<file path="config.mk">
export PLATFORM = sky130hd
export DESIGN_NAME = rail_supervisor
export DESIGN_NICKNAME = d
export VERILOG_FILES = /design/src/rtl/sup_pkg.sv /design/src/rtl/sup_sync2.sv /design/src/rtl/sup_wdog_defer.sv /design/src/rtl/sup_reset_timer.sv /design/src/rtl/rail_supervisor.sv
export SDC_FILE = /design/constraint.sdc
export NUM_CORES = 1
export LEC_CHECK = 0
export BUFFER_PORTS_ARGS = -buffer_cell sky130_fd_sc_hd__buf_2
export CORE_MARGIN = 2
export CORE_UTILIZATION = 45
export DETAILED_ROUTE_END_ITERATION = 10
export MAX_ROUTING_LAYER = met4
export PLACE_DENSITY_LB_ADDON = 0.3
export RECOVER_POWER = 100
export SETUP_SLACK_MARGIN = 0.15
export SKIP_CTS_REPAIR_TIMING = 1
export SLEW_MARGIN = 20
export SYNTH_ARGS = -nofsm -noshare
export SYNTH_HDL_FRONTEND = slang
export SYNTH_HIERARCHICAL = 1
export SYNTH_SLANG_ARGS = --single-unit
</file>
<file path="constraint.sdc">
create_clock -name clk -period 5.2 [get_ports clk]
set_clock_uncertainty 0.1 [all_clocks]
set_input_delay 1.56 -clock clk [delete_from_list [all_inputs] [get_ports clk]]
set_output_delay 1.56 -clock clk [all_outputs]
set_load 0.03 [all_outputs]
</file>
<file path="src/rtl/sup_pkg.sv">
package sup_pkg;
  // A zero timeout is treated as a single cycle.
  function automatic logic [31:0] eff_limit(input logic [31:0] t);
    return (t == 32'd0) ? 32'd1 : t;
  endfunction
endpackage

</file>
<file path="src/rtl/sup_sync2.sv">
module sup_sync2 #(
  parameter logic RST_VAL = 1'b1
) (
  input  logic clk,
  input  logic rst_n,
  input  logic d_i,
  output logic q_o
);
  logic meta_q;
  always_ff @(posedge clk or negedge rst_n) begin
    if (!rst_n) begin
      meta_q <= RST_VAL;
      q_o    <= RST_VAL;
    end else begin
      meta_q <= d_i;
      q_o    <= meta_q;
    end
  end
endmodule

</file>
<file path="src/rtl/sup_wdog_defer.sv">
module sup_wdog_defer #(
  parameter int DLY = 6
) (
  input  logic clk,
  input  logic rst_n,
  input  logic margin_act_i,
  input  logic wdog_i,
  output logic cause_o
);
  localparam int DW = $clog2(DLY + 1);
  logic          pend_q;
  logic [DW-1:0] cnt_q;
  logic          fire_q;

  always_ff @(posedge clk or negedge rst_n) begin
    if (!rst_n) begin
      pend_q <= 1'b0;
      cnt_q  <= '0;
      fire_q <= 1'b0;
    end else begin
      fire_q <= 1'b0;
      if (wdog_i && margin_act_i) begin
        pend_q <= 1'b1;
        cnt_q  <= '0;
      end else if (pend_q && !margin_act_i) begin
        if (cnt_q >= DW'(DLY - 1)) begin
          pend_q <= 1'b0;
          fire_q <= 1'b1;
          cnt_q  <= '0;
        end else begin
          cnt_q <= cnt_q + 1'b1;
        end
      end
    end
  end

  // Outside margin a pulse acts at once; inside it is replayed later.
  assign cause_o = (wdog_i && !margin_act_i) || fire_q;

  p_pending_held_r8: assert property (@(posedge clk) disable iff (!rst_n)
    (pend_q && margin_act_i) |=> pend_q);
  p_fire_single_r8: assert property (@(posedge clk) disable iff (!rst_n)
    fire_q |=> !fire_q);
endmodule

</file>
<file path="src/rtl/sup_reset_timer.sv">
module sup_reset_timer #(
  parameter int CNT_W = 26
) (
  input  logic             clk,
  input  logic             rst_n,
  input  logic             cause_i,
  input  logic [CNT_W-1:0] limit_i,
  output logic             rst_q_o
);
  import sup_pkg::*;
  logic [CNT_W-1:0] cnt_q;
  logic [CNT_W-1:0] lim;
  logic [31:0]      lim32;

  always_comb begin
    lim32 = eff_limit(32'(limit_i));
    lim   = lim32[CNT_W-1:0];
  end

  always_ff @(posedge clk or negedge rst_n) begin
    if (!rst_n) begin
      rst_q_o <= 1'b1;
      cnt_q   <= '0;
    end else if (cause_i) begin
      rst_q_o <= 1'b1;
      cnt_q   <= '0;
    end else if (rst_q_o) begin
      if (cnt_q >= lim - 1'b1) begin
        rst_q_o <= 1'b0;
        cnt_q   <= '0;
      end else begin
        cnt_q <= cnt_q + 1'b1;
      end
    end
  end

  p_cause_asserts_r2: assert property (@(posedge clk) disable iff (!rst_n)
    cause_i |=> rst_q_o);
  p_count_bounded_r3: assert property (@(posedge clk) disable iff (!rst_n)
    cnt_q < lim);
  p_restart_r4: assert property (@(posedge clk) disable iff (!rst_n)
    (cause_i && rst_q_o) |=> (cnt_q == '0));
  p_release_clean_r3: assert property (@(posedge clk) disable iff (!rst_n)
    $fell(rst_q_o) |-> !$past(cause_i));
endmodule

</file>
<file path="src/rtl/rail_supervisor.sv">
module rail_supervisor #(
  parameter int N_RAILS    = 4,
  parameter int CNT_W      = 26,
  parameter int MARGIN_DLY = 6
) (
  input  logic               clk,
  input  logic               rst_n,
  input  logic [N_RAILS-1:0] rail_low_i,
  input  logic               mr_n_i,
  input  logic               margin_n_i,
  input  logic               uvlo_i,
  input  logic               wdog_expired_i,
  input  logic [CNT_W-1:0]   timeout_cycles_i,
  output logic [N_RAILS-1:0] rail_good_o,
  output logic               sys_rst_n_o
);
  logic mr_n_s, margin_n_s, margin_act;
  logic wd_cause, cause, rst_q, run_q;

  sup_sync2 #(.RST_VAL(1'b1)) u_mr_sync (
    .clk(clk), .rst_n(rst_n), .d_i(mr_n_i), .q_o(mr_n_s));
  sup_sync2 #(.RST_VAL(1'b1)) u_margin_sync (
    .clk(clk), .rst_n(rst_n), .d_i(margin_n_i), .q_o(margin_n_s));

  assign margin_act = !margin_n_s;

  sup_wdog_defer #(.DLY(MARGIN_DLY)) u_defer (
    .clk(clk), .rst_n(rst_n), .margin_act_i(margin_act),
    .wdog_i(wdog_expired_i), .cause_o(wd_cause));

  assign cause = (|rail_low_i) || !mr_n_s || uvlo_i || wd_cause;

  sup_reset_timer #(.CNT_W(CNT_W)) u_timer (
    .clk(clk), .rst_n(rst_n), .cause_i(cause),
    .limit_i(timeout_cycles_i), .rst_q_o(rst_q));

  // Holds all outputs asserted until the first edge after logic reset.
  always_ff @(posedge clk or negedge rst_n) begin
    if (!rst_n) run_q <= 1'b0;
    else        run_q <= 1'b1;
  end

  for (genvar g = 0; g < N_RAILS; g++) begin : g_rail
    always_comb begin
      if (uvlo_i || !run_q) rail_good_o[g] = 1'b0;
      else if (margin_act)  rail_good_o[g] = 1'b1;
      else                  rail_good_o[g] = !rail_low_i[g];
    end
  end

  always_comb begin
    if (uvlo_i || !run_q) sys_rst_n_o = 1'b0;
    else if (margin_act)  sys_rst_n_o = 1'b1;
    else                  sys_rst_n_o = !rst_q;
  end

  p_uvlo_low_r6: assert property (@(posedge clk) disable iff (!rst_n)
    uvlo_i |-> (!sys_rst_n_o && (rail_good_o == '0)));
  p_margin_high_r5: assert property (@(posedge clk) disable iff (!rst_n)
    (margin_act && !uvlo_i && run_q) |-> (sys_rst_n_o && (&rail_good_o)));
  p_rail_low_r2: assert property (@(posedge clk) disable iff (!rst_n)
    ((|rail_low_i) && !uvlo_i) |=> (!sys_rst_n_o || margin_act));
endmodule

</file>
# After elaboration in Yosys (flattened, before gate mapping)

Index checks and enable logic that the tools add are counted.

Register bits after elaboration: 37
Bits of input ports: 36

Add/subtract/negate cells: 3
Order comparisons: 2
Reduce and logical (&&, ||, !) cells: 22
Multiplexer cells: 26

Operator list:

| kind                    | number |
|---|---|
| $mux W26                | 4 |
| $add A26 B1 Y26 const B | 1 |
| $ge A26 B26 Y1          | 1 |
| $logic_not A26 Y1       | 1 |
| $sub A26 B1 Y26 const B | 1 |
| $mux W1                 | 19 |
| $mux W3                 | 3 |
| $logic_not A1 Y1        | 8 |
| $reduce_bool A2 Y1      | 3 |
| $logic_or A1 B1 Y1      | 5 |
| $reduce_or A4 Y1        | 1 |
| $add A3 B1 Y3 const B   | 1 |
| $ge A3 B3 Y1 const B    | 1 |
| $logic_and A1 B1 Y1     | 3 |
| $reduce_and A2 Y1       | 1 |

# Longest topological paths before layout

Gate-level depths: netlist of run 1.

Word-level depth: 7
Mapped depth: 22

# Cells and area by module

The synthesis of run 1 kept the hierarchy.

By module, submodules not included:

| module          | sequential area each (µm²) | area an instance (µm²) | times used | cells an instance |
|---|---|---|---|---|
| sup_reset_timer | 676.9                      | 2,696.3                | 1          | 327 |
| sup_wdog_defer  | 125.1                      | 289.0                  | 1          | 31 |
| sup_sync2       | 52.6                       | 52.6                   | 2          | 2 |
| rail_supervisor | 25.0                       | 86.3                   | 1          | 12 |

# Worst setup path before layout of run 1

No wires, ideal clock.

Kind: in2reg
From: in timeout_cycles_i[18]
To: reg u_timer.cnt_q[11]
Required time: 5.022 ns
Path slack: -0.579 ns
Stages on the path: 20
Buffers on the path: 3
Library setup time: 0.078 ns
Data arrival time: 5.601 ns
Cell sequence: or4_1 -> nor4b_2 -> nor3b_1 -> nor2_1 -> ha_1 -> nand2_1 -> or2_2 -> clkbuf_1 -> or2_2 -> nor3_1 -> xnor2_1 -> ha_1 -> a21oi_1 -> nand2_1 -> a221o_1 -> nor2_1 -> clkbuf_1 -> clkbuf_1 -> a31oi_1 -> o2bb2ai_1

Word-level cells in the longest chain between the ends: 7

RTL lines:

| item                 | RTL line              | text |
|---|---|---|
| start, declared      | rail_supervisor.sv:13 | `input logic [CNT_W-1:0] timeout_cycles_i,` |
| $logic_not A26 Y1    | sup_pkg.sv:4          | `return (t == 32'd0) ? 32'd1 : t;` |
| $mux W26 (*)         | sup_pkg.sv:4          |  |
| $sub A26 B1 Y26 (*)  | sup_reset_timer.sv:28 | `if (cnt_q >= lim - 1'b1) begin` |
| $ge A26 B26 Y1 (*)   | sup_reset_timer.sv:28 |  |
| $mux W26 (*)         | sup_reset_timer.sv:28 |  |
| $mux W26 (*)         | sup_reset_timer.sv:27 | `end else if (rst_q_o) begin` |
| $mux W26 (*)         | sup_reset_timer.sv:24 | `end else if (cause_i) begin` |
| end signal, assigned | sup_reset_timer.sv:32 | `cnt_q <= cnt_q + 1'b1;` |
| end, declared        | sup_reset_timer.sv:11 | `logic [CNT_W-1:0] cnt_q;` |

Every way passes the cells marked *; elsewhere a longest branch is shown, timed or not. The select of a mux whose other input is x is not followed.
A chain may end at the register's enable or synchronous reset.

# Worst setup path in the final report of run 1

From: in timeout_cycles_i[18]
To: reg u_timer.cnt_q[17]

Same word-level chain as after synthesis.

==> metrics.csv, run 1 <==
stage,metric,value,unit
logic_synthesis,Mapped Nets,440,
global_routing,vias in the first global route,3074,
logic_synthesis,"top cells by area, synth","dfrtp_1, ha_1, xnor2_1",
critical_path,crit-path cells,buf_6 -> or4_4 -> nor4b_4 -> nor3b_4 -> nor2_2 -> ha_2 -> nand2_2 -> or2_4 -> nor4_4 -> xnor2_1 -> ha_1 -> nand4_1 -> o2111ai_2 -> a22oi_2 -> a311oi_2 -> buf_2 -> or4_4 -> a31oi_1,
place,Post-Place Setup Slack,-0.318,ns
clock_network,CTS Buf Count,5,
run_status,failing checks,"capacitance limit, slew limit",
logic_synthesis,"Avg Cell Area, Syn",8.49,um2
critical_path,slowest CP cell,or4_4,
power,clock network power share,0.390,
routing,Vias,3461,
global_routing,initial antenna violation count,0,
power,P_int,560,uW
logic_synthesis,ys async rst share,1.00,
cells_and_area,Layout area overhead,36.9,%
timing,Setup TNS Final,0,ns
timing,Pins Over Slew Limit,38,
critical_path,CP peak stage delay,0.56,ns
power,sequential power share,0.431,
power,switch share,0.262,
clock_network,Clk Tree Root Cell,clkbuf_8,
clock_network,CTS tree,done,
timing,Max Freq,0.193,GHz
logic_synthesis,"flops & latches, synth",37,
floorplanning,Core Box Area,6830,um2
global_routing,pin count of the biggest net entering global routing,38,
critical_path,crit-path max FO,6,
critical_path,critical path type,in2reg,
critical_path,CP startpoint kind,input pin,
power,combinational power share,0.180,
logic_synthesis,Yosys cell types,56,
global_routing,GRT overflow,0,
floorplanning,Die Span X,88.0,um
clock_network,clock sink count,37,
timing,Final setup viols,0,
logic_synthesis,post-synthesis sequential area ratio,0.293,
timing,worst hold slack,0.262,ns
logic_synthesis,synth warn,6,
cells_and_area,layout cells sized above 1,0.353,
place,port bufs,40,
place,dpl hpwl,6640,um
floorplanning,Die H,88.0,um
routing,drt via density,6.05,
critical_path,CP arrival,5.29,ns
clock_network,"Clk Latency, worst-skew pair",0.29,ns
run,Max Cap Viol,1,
timing,period utilization,0.997,
timing,Slew @ Worst Pin,1.96,ns
timing,RSZ-0062 raised after global routing,yes,
run_status,status,"complete, but fails checks",
global_routing,GR Util All Layers,0.237,
routing,Post-route DRC,0,
timing,max_slew headroom,-0.306,
logic_synthesis,cell taking the most area after synthesis,dfrtp_1,
global_routing,global-route wire length before repair,14100,um
power,Psw,199,uW
critical_path,crit end category,flip-flop,
routing,1st-iter DRT viols,301,
routing,WL final,9460,um
routing,DRT antenna net count,0,
cells_and_area,n_diodes,0,
place,GPL Wtd Cong,0.850,
critical_path,crit-path most repeated cell,or4_4,
timing,final worst setup slack,0.0144,ns
critical_path,Critical Path RT,5.30,ns
clock_network,Max Root-Sink Buffers,2,
routing,First-pass DRT Iterations,5,
power,Leak Pwr,1.92,nW
timing,Tmin final,5.19,ns
cells_and_area,final instance count without filler cells,572,
clock_network,H-tree Lvls,2,
logic_synthesis,Main synth FF type,dfrtp_1,
logic_synthesis,number of enable flip-flop cells after synthesis,0,
floorplanning,Starting Density,0.465,
logic_synthesis,synthesized area,3180,um2
floorplanning,Site Rows,30,
clock_network,Clock Pin Slew Worst Setup and Hold Paths,0.07,ns
power,Peak VDD IR,0.108,mV
power,cell area power density,174,nW/um2
place,post-placement cell count,546,
floorplanning,Die Area,7750,um2
floorplanning,IO Count,41,
logic_synthesis,Yosys top cell area share,0.252,
routing,routed len/inst,16.5,um
cells_and_area,Nets,541,
cells_and_area,Final Util,0.637,
logic_synthesis,cells after synthesis,374,
min_path,Hold Crit Class,reg2reg,
timing,final-report hold violation count,0,
[per-layer routing]
metal	track usage	up-vias	share of wire
met5	-	-	0
met4	0.0868	0	0.035
met3	0.0273	33	0.069
met2	0.392	174	0.48
met1	0.299	1630	0.42
li1	-	1624	-
[registers in the layout (all words and copies together), names as in the netlist]
register / count
u_defer/fire_q: 1
run_q: 1
u_margin_sync/q_o: 1
u_defer/cnt_q: 3
u_margin_sync/meta_q: 1
u_mr_sync/meta_q: 1
u_mr_sync/q_o: 1
u_timer/rst_q_o: 1
u_defer/pend_q: 1
u_timer/cnt_q: 26
[kinds of logic after synthesis]
family | share of synthesized area
other | 0.00118
multiplexers | 0.00315
adder cells (fa/ha/maj) | 0.118
AO/OA/AOI/OAI | 0.193
XOR/XNOR | 0.0634
buffers and inverters | 0.0335
flip-flops | 0.293
AND/OR/NAND/NOR | 0.294
[cells in the final DEF (no fill, tap or decap), types with 5 or more instances in the layout]
cell,netlist,layout
nand2_1,31,30
clkbuf_1,12,7
nand4b_1,8,8
o21ai_0,17,6
buf_6,0,13
dfrtp_1,32,32
nor4_1,10,8
xor2_1,5,5
buf_2,1,32
a21oi_1,15,13
o21ai_1,0,9
xnor2_1,18,18
nand4_1,14,14
a31oi_1,12,12
buf_4,0,53
nor2_1,36,33
dfstp_2,5,5
nor3_1,12,8
clkbuf_8,0,5
o41ai_2,0,7
a21bo_2,6,6
nand3_1,19,19
ha_1,30,29
inv_1,14,14
[stage by stage]
step	instance area, um2	power [mW]
after detailed placement	3850	0.471
after global routing	4350	0.792
after global placement	3850	0.465
after CTS	3990	0.768
final	4350	0.759
after floorplan	3260	0.410
[power by group through the flow]
| stage | clock (mW) | sequential, mW | combinational [mW] |
|---|---|---|---|
| after floorplan | 0 | 0.332 | 0.0782 |
| after CTS | 0.299 | 0.332 | 0.137 |
| final | 0.296 | 0.327 | 0.136 |
| after global routing | 0.311 | 0.329 | 0.152 |
| after detailed placement | 0 | 0.337 | 0.135 |
| after global placement | 0 | 0.335 | 0.130 |
[worst max-delay path, delay by kind of cell]
family                   cells  cell delay, ns
AND/OR/NAND/NOR              9            2.13
AO/OA/AOI/OAI                4            0.71
adder cells (fa/ha/maj)      2            0.49
buffers and inverters        2            0.27
XOR/XNOR                     1            0.12
[area by class of cell]
cell class              instances  area [um2]
fillers                       581        2480
multi-input cells             311        2380
flip-flops and latches         37         932
inverters                      15        56.3
well taps                      96         120
clock buffers                   5        68.8
repair buffers                105         731
clock inverters                 3        65.1
[Yosys cell counts, drive strengths merged (2+ instances only)]
master,count
a21bo,6
a21o,3
a21oi,15
a22o,4
a22oi,2
a31o,2
a31oi,12
a32oi,2
and3,3
and4,2
clkbuf,12
dfrtp,32
dfstp,5
ha,30
inv,14
nand2,33
nand2b,5
nand3,19
nand4,14
nand4b,8
nor2,36
nor2b,3
nor3,13
nor3b,3
nor4,11
o211ai,3
o21ai,17
o2bb2ai,3
o31ai,2
o41ai,9
or2,5
or3,3
or4,6
xnor2,18
xor2,5
[worst paths after layout]
| check | from | slack [ns] | cells after the start | endpoint |
|---|---|---|---|---|
| min in group asynchronous | rst_n | 1.71 | 1 | u_defer/cnt_q[2]$_DFFE_PN0P_ |
| worst max-delay path | timeout_cycles_i[18] | 0.01 | 18 | u_timer/cnt_q[17]$_DFFE_PN0P_ |
| worst max register to register | u_timer/cnt_q[1]$_DFFE_PN0P_ | 2.34 | 7 | u_timer/cnt_q[20]$_DFFE_PN0P_ |
| worst min-delay path | u_mr_sync/meta_q$_DFF_PN1_ | 0.26 | 0 | u_mr_sync/q_o$_DFF_PN1_ |
| max in group asynchronous | rst_n | 2.16 | 1 | u_timer/cnt_q[20]$_DFFE_PN0P_ |
| worst min register to register | u_mr_sync/meta_q$_DFF_PN1_ | 0.26 | 0 | u_mr_sync/q_o$_DFF_PN1_ |
Power figures use the tool's default switching activity.
==> inputs of run 2 (changes only) <==
--- a/config.mk
+++ b/config.mk
@@ -5,6 +5,7 @@
 export SDC_FILE = /design/constraint.sdc
 export NUM_CORES = 1
 export LEC_CHECK = 0
+export ABC_AREA = 1
 export BUFFER_PORTS_ARGS = -buffer_cell sky130_fd_sc_hd__buf_2
 export CORE_MARGIN = 2
 export CORE_UTILIZATION = 45
==> constraint.sdc (replaced) <==
create_clock -name clk -period 5.1 [get_ports clk]
set_clock_uncertainty 0.1 [all_clocks]
set_input_delay 1.53 -clock clk [delete_from_list [all_inputs] [get_ports clk]]
set_output_delay 1.53 -clock clk [all_outputs]
set_load 0.03 [all_outputs]
==> metrics.csv, run 2 <==
stage,metric,value,unit
run_status,status,"complete, but fails checks",
run_status,failing checks,"capacitance limit, slew limit",
clock_network,Clk Tree Root Cell,clkbuf_8,
cells_and_area,register area,932,um2
floorplanning,IO Count,41,
routing,drt via density,5.04,
routing,WL final,9510,um
cells_and_area,Nets,689,
floorplanning,Core Box Area,8130,um2
logic_synthesis,"flops & latches, synth",37,
cells_and_area,most frequent cells in the layout,"nand2_1, nor2_1, inv_1",
floorplanning,Die H,95.0,um
routing,DRT antenna net count,0,
clock_network,H-tree Lvls,2,
timing,Pins Over Slew Limit,38,
routing,1st-iter DRT viols,186,
logic_synthesis,ys async rst share,1.00,
place,Placed Area,4010,um2
routing,First-pass DRT Iterations,5,
critical_path,slowest CP cell,ha_1,
power,combinational power share,0.209,
power,switch share,0.305,
logic_synthesis,Mapped Nets,648,
timing,Setup TNS Final,0,ns
critical_path,CP startpoint kind,input pin,
global_routing,pin count of the biggest net entering global routing,38,
clock_network,CTS Buf Count,5,
critical_path,CP bufs+invs,5,
power,clock network power share,0.311,
cells_and_area,Final Util,0.501,
power,Peak VDD IR,0.126,mV
timing,period utilization,0.923,
cells_and_area,Regs by FF count,"u_timer/cnt_q (26), u_defer/cnt_q (3)",
global_routing,GR Util All Layers,0.234,
critical_path,R2R Setup Slk,2.95,ns
clock_network,Max Root-Sink Buffers,2,
timing,worst hold slack,0.259,ns
critical_path,critical path type,in2reg,
cells_and_area,# fillers,838,
place,dpl hpwl,7860,um
timing,Slew @ Worst Pin,1.93,ns
routing,Vias,3671,
cells_and_area,Multi-input gate area,2400,um2
critical_path,crit path from,timeout_cycles_i[16],
logic_synthesis,Yosys cell types,32,
critical_path,CP Capture Point,u_timer/cnt_q[0]$_DFFE_PN0P_,
logic_synthesis,synthesized area,3730,um2
logic_synthesis,number of enable flip-flop cells after synthesis,0,
critical_path,CP arrival,4.77,ns
global_routing,GRT overflow,0,
timing,Max Freq,0.212,GHz
power,cell area power density,168,nW/um2
logic_synthesis,cell taking the most area after synthesis,dfrtp_1,
timing,Final setup viols,0,
logic_synthesis,synth cell count leaders,"nand2_1, nor2_1, inv_1",
run,Max Cap Viol,1,
timing,final-report hold violation count,0,
logic_synthesis,cells after synthesis,582,
clock_network,"Clk Latency, worst-skew pair",0.29,ns
logic_synthesis,"top cells by area, synth","dfrtp_1, nand2_1, ha_1",
floorplanning,Starting Density,0.459,
timing,final worst setup slack,0.392,ns
clock_network,CTS tree,done,
power,Leak Pwr,2.16,nW
critical_path,R2R Path Start,u_margin_sync/q_o$_DFF_PN1_,
logic_synthesis,synth warn,6,
power,Psw,208,uW
logic_synthesis,post-synthesis sequential area ratio,0.250,
place,Post-Place Setup Slack,0.112,ns
place,GPL Wtd Cong,0.910,
power,P_int,475,uW
cells_and_area,most common library cell in the layout ignoring fill and taps,nand2_1,
critical_path,crit-path most repeated cell,nand2_1,
floorplanning,Die Span X,95.0,um
cells_and_area,n_diodes,0,
cells_and_area,layout cells sized above 1,0.119,
logic_synthesis,Main synth FF type,dfrtp_1,
power,sequential power share,0.479,
critical_path,CP peak stage delay,0.26,ns
critical_path,Reg-to-Reg End,u_timer/cnt_q[1]$_DFFE_PN0P_,
place,port bufs,40,
cells_and_area,max reg flops,26,
clock_network,clock sink count,37,
timing,Tmin final,4.71,ns
critical_path,cell family with most CP delay,simple AND/OR/NAND/NOR gates,
timing,RSZ-0062 raised after global routing,no,
routing,routed len/inst,13.0,um
logic_synthesis,most common cell in the synthesized netlist,nand2_1,
floorplanning,Die Area,9030,um2
global_routing,vias in the first global route,3531,
global_routing,global-route wire length before repair,16000,um
clock_network,Clock Pin Slew Worst Setup and Hold Paths,0.07,ns
min_path,Hold Crit Class,reg2reg,
timing,max_slew headroom,-0.290,
critical_path,crit end category,flip-flop,
cells_and_area,Largest Register,u_timer/cnt_q,
floorplanning,Site Rows,33,
logic_synthesis,Yosys top cell area share,0.215,
routing,Post-route DRC,0,
critical_path,R2R cell count,10,
logic_synthesis,"Avg Cell Area, Syn",6.41,um2
cells_and_area,Layout area overhead,9.29,%
cells_and_area,fin area,4080,um2
critical_path,crit-path max FO,25,
global_routing,initial antenna violation count,0,
critical_path,Critical Path RT,5.17,ns
critical_path,Crit. path cell count,25,
## run 2: cell types whose count changed after synthesis, moves of 9 or more
cell | before | now
a31oi_1 | 12 | 0
clkbuf_1 | 12 | 1
inv_1 | 14 | 79
nand2_1 | 31 | 184
nand2_2 | 2 | 11
nand3_1 | 19 | 28
nand4_1 | 14 | 36
nor2_1 | 36 | 80
nor4_1 | 10 | 0
o21ai_0 | 17 | 5
o41ai_1 | 9 | 0
xnor2_1 | 18 | 6
xor2_1 | 5 | 24
## run 2: power by group through the flow
stage / Combinational, mW / Clock (mW) / Sequential, mW
floorplan: 0.0972 / 0 / 0.330
detailed placement: 0.146 / 0 / 0.333
CTS: 0.147 / 0.222 / 0.328
finish: 0.143 / 0.213 / 0.327
global placement: 0.141 / 0 / 0.332
global route: 0.165 / 0.233 / 0.330
## run 2: through the flow
stage | instances | power (mW)
after floorplan | 582 | 0.427
final | 729 | 0.683
after detailed placement | 721 | 0.479
after global placement | 721 | 0.473
after CTS | 729 | 0.696
after global routing | 729 | 0.728
## run 2: worst min-delay path by stage
stage                                         startpoint                     endpoint  slack [ns]  cells after the start
final                         u_mr_sync/meta_q$_DFF_PN1_      u_mr_sync/q_o$_DFF_PN1_        0.26                      0
after global routing          u_mr_sync/meta_q$_DFF_PN1_      u_mr_sync/q_o$_DFF_PN1_        0.27                      0
after CTS                 u_margin_sync/meta_q$_DFF_PN1_  u_margin_sync/q_o$_DFF_PN1_        0.26                      0
after detailed placement  u_margin_sync/meta_q$_DFF_PN1_  u_margin_sync/q_o$_DFF_PN1_        0.25                      0
after global placement    u_margin_sync/meta_q$_DFF_PN1_  u_margin_sync/q_o$_DFF_PN1_        0.25                      0
after floorplan           u_margin_sync/meta_q$_DFF_PN1_  u_margin_sync/q_o$_DFF_PN1_        0.25                      0
## run 2: final cells by class
class | count | area share
flip-flops and latches | 37 | 0.229
clock buffers | 7 | 0.0212
multi-input cells | 454 | 0.589
repair buffers | 42 | 0.0510
inverters | 83 | 0.0764
clock inverters | 1 | 0.00184
well taps | 105 | 0.0322
## run 2: routing by layer
layer / share of wire / track usage / vias up / wire length (um)
met2: 0.47 / 0.394 / 77 / 4510
met3: 0.037 / 0.0198 / 17 / 350
met4: 0.028 / 0.0833 / 0 / 271
li1: - / - / 1914 / -
met1: 0.46 / 0.294 / 1663 / 4380
met5: 0 / - / - / 0
## run 2: cells by family after synthesis
kind of cell	after synthesis	share of synthesized area
compound gates	30	0.0453
xor+xnor	30	0.0704
fa+ha+maj	30	0.101
buf+inv	91	0.102
flops	37	0.250
other cells	1	0.00101
simple gates	363	0.431
